$ cat config.mk
export PLATFORM = sky130hd
export DESIGN_NAME = ped_sub_reader
export DESIGN_NICKNAME = d
export VERILOG_FILES = /design/src/rtl/ped_sub_pkg.sv /design/src/rtl/ped_scan_ctrl.sv /design/src/rtl/ped_lane.sv /design/src/rtl/ped_sub_reader.sv
export SDC_FILE = /design/constraint.sdc
export NUM_CORES = 2
export LEC_CHECK = 0
export BUFFER_PORTS_ARGS = -buffer_cell sky130_fd_sc_hd__buf_4
export CORE_ASPECT_RATIO = 1.75
export CORE_UTILIZATION = 40
export DETAILED_ROUTE_END_ITERATION = 8
export SLEW_MARGIN = 10
export SYNTH_ARGS = -nofsm -noshare
export SYNTH_HDL_FRONTEND = slang
export SYNTH_SLANG_ARGS = --single-unit
$ cat constraint.sdc
create_clock -name clk -period 5 [get_ports clk]
set_input_delay 0.5 -clock clk [delete_from_list [all_inputs] [get_ports clk]]
set_output_delay 0.5 -clock clk [all_outputs]
set_load 0.02 [all_outputs]
$ cat src/rtl/ped_sub_pkg.sv
package ped_sub_pkg;

  localparam int RAW_W = 9;
  localparam int PED_W = 8;
  localparam int OUT_W = 8;

  typedef enum logic [1:0] {
    ST_IDLE = 2'd0,
    ST_REQ  = 2'd1,
    ST_SCAN = 2'd2
  } scan_state_t;

  // raw minus pedestal, floored at zero, saturated to OUT_W bits,
  // then zeroed when below the threshold
  function automatic logic [OUT_W-1:0] correct_sample(
    input logic [RAW_W-1:0] raw,
    input logic [PED_W-1:0] ped,
    input logic [OUT_W-1:0] thr
  );
    logic [RAW_W:0]     diff;
    logic [OUT_W-1:0]   clamped;
    diff = {1'b0, raw} - {{(RAW_W + 1 - PED_W){1'b0}}, ped};
    if (diff[RAW_W]) begin
      clamped = '0;
    end else if (|diff[RAW_W-1:OUT_W]) begin
      clamped = '1;
    end else begin
      clamped = diff[OUT_W-1:0];
    end
    if (clamped < thr) begin
      clamped = '0;
    end
    return clamped;
  endfunction

endpackage

$ cat src/rtl/ped_scan_ctrl.sv
module ped_scan_ctrl
  import ped_sub_pkg::*;
#(
  parameter int CH_PER_CARD = 32,
  parameter int CARDS       = 2,
  parameter int ADDR_W      = 6,
  localparam int SLOTS      = CH_PER_CARD * CARDS,
  localparam int SLOT_W     = $clog2(SLOTS),
  localparam int CH_W       = $clog2(CH_PER_CARD),
  localparam int CARD_W     = (CARDS > 1) ? $clog2(CARDS) : 1
) (
  input  logic                     clk,
  input  logic                     rst_n,
  input  logic                     start_i,
  input  logic                     ready_i,
  output logic [ADDR_W-1:0]        fe_addr_o,
  output logic [CARDS-1:0]         card_oe_o,
  output logic [CARD_W+ADDR_W-1:0] ped_addr_o,
  output logic                     ped_rd_o,
  output logic                     sample_en_o,
  output logic                     sample_last_o
);

  scan_state_t       state_q;
  logic [SLOT_W-1:0] slot_q;
  logic              scanning;
  logic              at_last;
  logic [CH_W-1:0]   chan;
  logic [CARD_W-1:0] card_idx;

  assign scanning = (state_q == ST_SCAN);
  assign at_last  = (slot_q == SLOT_W'(SLOTS - 1));
  assign chan     = slot_q[CH_W-1:0];

  generate
    if (CARDS > 1) begin : g_multi_card
      assign card_idx = slot_q[SLOT_W-1:CH_W];
    end else begin : g_single_card
      assign card_idx = '0;
    end
  endgenerate

  always_ff @(posedge clk) begin
    if (!rst_n) begin
      state_q <= ST_IDLE;
      slot_q  <= '0;
    end else begin
      case (state_q)
        ST_IDLE: begin
          slot_q <= '0;
          if (start_i) state_q <= ST_REQ;
        end
        ST_REQ: begin
          if (ready_i) state_q <= ST_SCAN;
        end
        ST_SCAN: begin
          if (ready_i) begin
            if (at_last) begin
              state_q <= ST_IDLE;
              slot_q  <= '0;
            end else begin
              slot_q <= slot_q + 1'b1;
            end
          end
        end
        default: state_q <= ST_IDLE;
      endcase
    end
  end

  assign fe_addr_o  = scanning ? {{(ADDR_W - CH_W){1'b0}}, chan} : '0;
  assign ped_addr_o = scanning ? {card_idx, fe_addr_o} : '0;

  generate
    for (genvar c = 0; c < CARDS; c++) begin : g_card_oe
      assign card_oe_o[c] = scanning && (card_idx == CARD_W'(c));
    end
  endgenerate

  assign ped_rd_o      = (state_q != ST_IDLE);
  assign sample_en_o   = scanning && ready_i;
  assign sample_last_o = sample_en_o && at_last;

endmodule

$ cat src/rtl/ped_lane.sv
module ped_lane
  import ped_sub_pkg::*;
(
  input  logic             clk,
  input  logic             rst_n,
  input  logic             cap_i,
  input  logic [RAW_W-1:0] raw_i,
  input  logic [PED_W-1:0] ped_i,
  input  logic             push_i,
  input  logic [OUT_W-1:0] thr_i,
  output logic [OUT_W-1:0] data_o
);

  logic [RAW_W-1:0] raw_q;
  logic [PED_W-1:0] ped_q;

  always_ff @(posedge clk) begin
    if (!rst_n) begin
      raw_q <= '0;
      ped_q <= '0;
    end else if (cap_i) begin
      raw_q <= raw_i;
      ped_q <= ped_i;
    end
  end

  always_ff @(posedge clk) begin
    if (!rst_n) begin
      data_o <= '0;
    end else if (push_i) begin
      data_o <= correct_sample(raw_q, ped_q, thr_i);
    end
  end

endmodule

$ cat src/rtl/ped_sub_reader.sv
module ped_sub_reader
  import ped_sub_pkg::*;
#(
  parameter int LANES       = 24,
  parameter int CH_PER_CARD = 32,
  parameter int CARDS       = 2,
  parameter int ADDR_W      = 6,
  localparam int CARD_W     = (CARDS > 1) ? $clog2(CARDS) : 1,
  localparam int PADDR_W    = CARD_W + ADDR_W
) (
  input  logic                   clk,
  input  logic                   rst_n,
  input  logic                   win_start_i,
  input  logic [OUT_W-1:0]       thr_i,
  input  logic                   ped_ready_i,
  input  logic [LANES*RAW_W-1:0] raw_i,
  input  logic [LANES*PED_W-1:0] ped_i,
  output logic [ADDR_W-1:0]      fe_addr_o,
  output logic [CARDS-1:0]       card_oe_o,
  output logic                   ped_rd_o,
  output logic [PADDR_W-1:0]     ped_addr_o,
  output logic                   fifo_wr_o,
  output logic [LANES*OUT_W-1:0] fifo_data_o,
  output logic                   read_done_o
);

  // named internal events, visible to the checker
  logic sample_en;
  logic sample_last;
  logic s1_valid;
  logic s1_last;
  logic wr_last;

  ped_scan_ctrl #(
    .CH_PER_CARD(CH_PER_CARD),
    .CARDS      (CARDS),
    .ADDR_W     (ADDR_W)
  ) u_ctrl (
    .clk          (clk),
    .rst_n        (rst_n),
    .start_i      (win_start_i),
    .ready_i      (ped_ready_i),
    .fe_addr_o    (fe_addr_o),
    .card_oe_o    (card_oe_o),
    .ped_addr_o   (ped_addr_o),
    .ped_rd_o     (ped_rd_o),
    .sample_en_o  (sample_en),
    .sample_last_o(sample_last)
  );

  always_ff @(posedge clk) begin
    if (!rst_n) begin
      s1_valid    <= 1'b0;
      s1_last     <= 1'b0;
      fifo_wr_o   <= 1'b0;
      wr_last     <= 1'b0;
      read_done_o <= 1'b0;
    end else begin
      s1_valid    <= sample_en;
      s1_last     <= sample_last;
      fifo_wr_o   <= s1_valid;
      wr_last     <= s1_valid && s1_last;
      read_done_o <= fifo_wr_o && wr_last;
    end
  end

  generate
    for (genvar l = 0; l < LANES; l++) begin : g_lane
      ped_lane u_lane (
        .clk   (clk),
        .rst_n (rst_n),
        .cap_i (sample_en),
        .raw_i (raw_i[l*RAW_W +: RAW_W]),
        .ped_i (ped_i[l*PED_W +: PED_W]),
        .push_i(s1_valid),
        .thr_i (thr_i),
        .data_o(fifo_data_o[l*OUT_W +: OUT_W])
      );
    end
  endgenerate

endmodule

==> flow_summary_export.csv <==
group,metric,value,unit
status,outcome,"finished clean",
sta,rsz0062_at_grt,"no",
sta,slew_viol_final,0,
layout,seqCellArea,0.01227,mm²
cts,cts_root_buf,"clkbuf_16",
sta,fin_skew,0.02882,ns
sta,max_freq,258.4,MHz
power,intPower,9.055,mW
layout,multi_input_area,0.02269,mm²
grt,antenna_found_initial,15,
place,hpwl,89.29,mm
sta,worstMarginPinSlew,0.9617,ns
cts,clkSinkCount,613,
synth,synth_common_cells,"1086 x nand2_1, 613 x dfxtp_1, 438 x nor2_1",
floorplanning,start_util,40.49,%
grt,grt-ovfl-total,0,
cts,cts_setup_buffers,0,
route,drt-vias-per-instance,5.245,
power,switching_share,29.71,%
floorplanning,io_pins,630,
power,p_seq_share,38.8,%
route,drt_first_pass_iters,5,
route,via_count,34100,
route,drt_iter0_drc,1336,
route,avgRoutedWirePerCell,18.38,µm
route,drc,0,
synth,ys_seq_elements,613,
synth,syn_area_per_cell,7.782,µm²
synth,async_flop_share,0,%
sta,setup_viol,0,
power,switching_power,3.828,mW
worst_setup_path,crit_slowest_cell,"or4_1",
power,clockPowerShare,38.5,%
route,routed_wl,119.5,mm
worst_setup_path,r2r_cells,15,
power,peakVddDrop,0.2608,mV
worst_setup_path,critPathKind,"flip-flop to flip-flop",
worst_setup_path,crit_fanout,9,
place,port-buffer-count,627,
grt,grt_start_max_net_pins,165,
synth,ys_types,58,
worst_setup_path,critical_path.endpoint,"g_lane[22].u_lane.data_o[2]",
worst_setup_path,cp.required,5.53,ns
cts,hold_buffers,0,
cts,clkTransAtPathRegs,0.07,ns
hold_path,hp-class,"primary input to flip-flop",
worst_setup_path,worstPathArrival,4.39,ns
worst_setup_path,end_kind,"flip-flop",
cts,cts.repair.resized,0,
power,power_density,288.5,mW/mm²
layout,nFillCells,9136,
worst_setup_path,critical-path-top-delay-family,"compound AO/OA/AOI/OAI gates",
worst_setup_path,r2r_slack,1.13,ns
worst_setup_path,crit_buf_inv,1,
synth,synthTopCellsByArea,"dfxtp_1 33%, ha_1 12%, nand2_1 11%, a21boi_0 8.2%, nor2_1 4.5%",
worst_setup_path,r2r_start,"g_lane[22].u_lane.raw_q[0]",
flow_run,drv_cap,0,
cts,htree_levels,2,
synth,syn_inst,4723,
floorplanning,die_w,231.2,µm
synth,synth_top_cell_by_area,"dfxtp_1",
cts,cts_tree,"yes",
layout,stdcell_area,0.04465,mm²
worst_setup_path,crit_start,"g_lane[22].u_lane.raw_q[0]",
floorplanning,core,0.09079,mm²
cts,cts_max_path_buffers,3,
sta,slew_headroom,35.88,%
synth,synth_area,0.03676,mm²
worst_setup_path,max_stage_delay,0.54,ns
grt,grt_util_all_layers,25.15,%
grt,grt_pass1_wl,184.7,mm
floorplanning,fp-row-count,146,
worst_setup_path,rr_endpoint,"g_lane[22].u_lane.data_o[2]",
sta,hold_viol,0,
power,finalPower,12.88,mW
place,place_area,0.04252,mm²
worst_setup_path,cp_num_cells,15,
synth,synth_edf_count,0,
layout,drive_gt1_share,16.53,%
floorplanning,fp.dieH,403.0,µm
worst_setup_path,path_cells,"inv_1 -> ha_1 -> fa_1 -> nand2b_1 -> a21oi_2 -> mux2i_1 -> a221o_1 -> nor2_1 -> nor2_1 -> ha_1 -> a21oi_1 -> o22ai_1 -> or4_1 -> o211ai_2 -> o21ai_1",
power,combPwrFrac,22.8,%
synth,synth_most_common_cell,"nand2_1",
place,place_congestion,0.9039,
layout,syn2layout_area_growth,21.47,%
layout,finish.utilization,49.18,%
synth,ys_warn_count,0,
floorplanning,die_area,0.09316,mm²
sta,finalSetupTns,0,ns
synth,ys.flop_type,"dfxtp_1",
route,drtAntennaViolNets,0,
worst_setup_path,start_kind,"flip-flop",
layout,finish.net_count,6068,
cts,insertion_delay,0.65,ns
cts,cts_buffers,61,
grt,grt_pass1_vias,33690,
synth,synth_top_area_share,33.39,%
synth,ys_seq_area_share,33.39,%
sta,post-route-period-util,77.39,%
power,p_leak,18.31,nW
sta,layout_min_cycle_time,3.869,ns
[cells by family (layout without fill, tap and decap cells)]
group,after synthesis,count (layout),share of synthesized area [%]
and+or+nand+nor,1917,1917,22.50
DFF,613,613,33.39
xor gates and xnor gates,123,123,2.931
adders and majority gates,385,385,13.60
muxes,25,25,0.7557
buffers and inverters,456,1045,4.966
AOI/OAI and AO/OA,1203,1203,21.86
other,1,6,0.01020
[power by group through the flow]
| stage | registers (mW) | logic (mW) | clock network [mW] |
|---|---|---|---|
| finish | 4.99 | 2.93 | 4.96 |
| floorplan | 5.10 | 2.04 | 0 |
| CTS | 4.99 | 2.95 | 5.08 |
| global placement | 5.10 | 2.88 | 0 |
| global route | 5.00 | 3.33 | 5.26 |
| detailed placement | 5.10 | 2.93 | 0 |
[cell usage in the layout, fill, tap and decap left out, drive strengths merged, types with 20 or more instances in the layout]
cell,instances
nand2,1086
buf,659
dfxtp,613
nor2,438
a21boi,432
ha,361
inv,273
a21oi,262
o21ai,242
nand2b,122
nand3,117
xnor2,99
o211ai,98
clkbuf,84
a211oi,46
nor2b,29
xor2,24
o22ai,24
fa,24
or3,23
a21o,22
o2111ai,22
or3b,22
nand3b,22
mux2,22
a211o,22
o221ai,22
nand4b,20
[registers in the layout, indices dropped and copies added, names as in the netlist]
signal,flops
g_lane.u_lane.raw_q,216
g_lane.u_lane.data_o,192
g_lane.u_lane.ped_q,192
u_ctrl.slot_q,6
u_ctrl.state_q,2
fifo_wr_o,1
read_done_o,1
s1_last,1
s1_valid,1
wr_last,1
[how the worst min path moves through the flow]
stage                           startpoint                     endpoint  slack, ns  depth (start not counted)
5_1_grt                         ped_i[123]   g_lane[15].u_lane.ped_q[3]       0.08                          3
3_3_place_gp                       wr_last                  read_done_o       0.44                          1
2_1_floorplan                      wr_last                  read_done_o       0.43                          1
3_5_place_dp   g_lane[19].u_lane.data_o[5]  g_lane[19].u_lane.data_o[5]       0.45                          2
4_1_cts                          ped_i[44]    g_lane[5].u_lane.ped_q[4]       0.05                          3
6_report                         ped_i[44]    g_lane[5].u_lane.ped_q[4]        0.1                          3
[per-stage QoR]
step	worst slack [ns]	hold WS [ns]	instances
floorplan	1.564	0.4290	4724
global placement	1.285	0.4366	6384
detailed placement	1.180	0.4450	6384
CTS	1.172	0.04697	6497
global route	0.9165	0.07981	6500
finish	1.131	0.09983	6501
[layout make-up]
cell class / instances / share of cell area [%]
Tap cell: 1184 / 3.318
Timing Repair Buffer: 659 / 11.32
Antenna cell: 4 / 0.02242
Multi-Input combinational cell: 3655 / 50.81
Inverter: 273 / 2.298
Sequential cell: 613 / 27.49
Clock buffer: 84 / 3.887
Clock inverter: 29 / 0.8575
[worst reg2reg max path: cells and delay by family, from the launching register on]
kind	cells	cell delay, ns
DFF	1	0.33
and+or+nand+nor	4	1.03
buffers and inverters	1	0.05
muxes	1	0.09
adders and majority gates	3	0.93
AOI/OAI and AO/OA	6	1.31
[per-layer routing]
metal | vias up | share of wire [%] | GRT usage (%)
met3 | 212 | 6.8 | 6.434
met5 | - | 0.13 | 0
met1 | 15920 | 40 | 27.96
met2 | 835 | 50 | 45.88
met4 | 24 | 3.2 | 8.319
li1 | 17110 | - | -
Note: power is estimated with default switching activity, not from simulation.
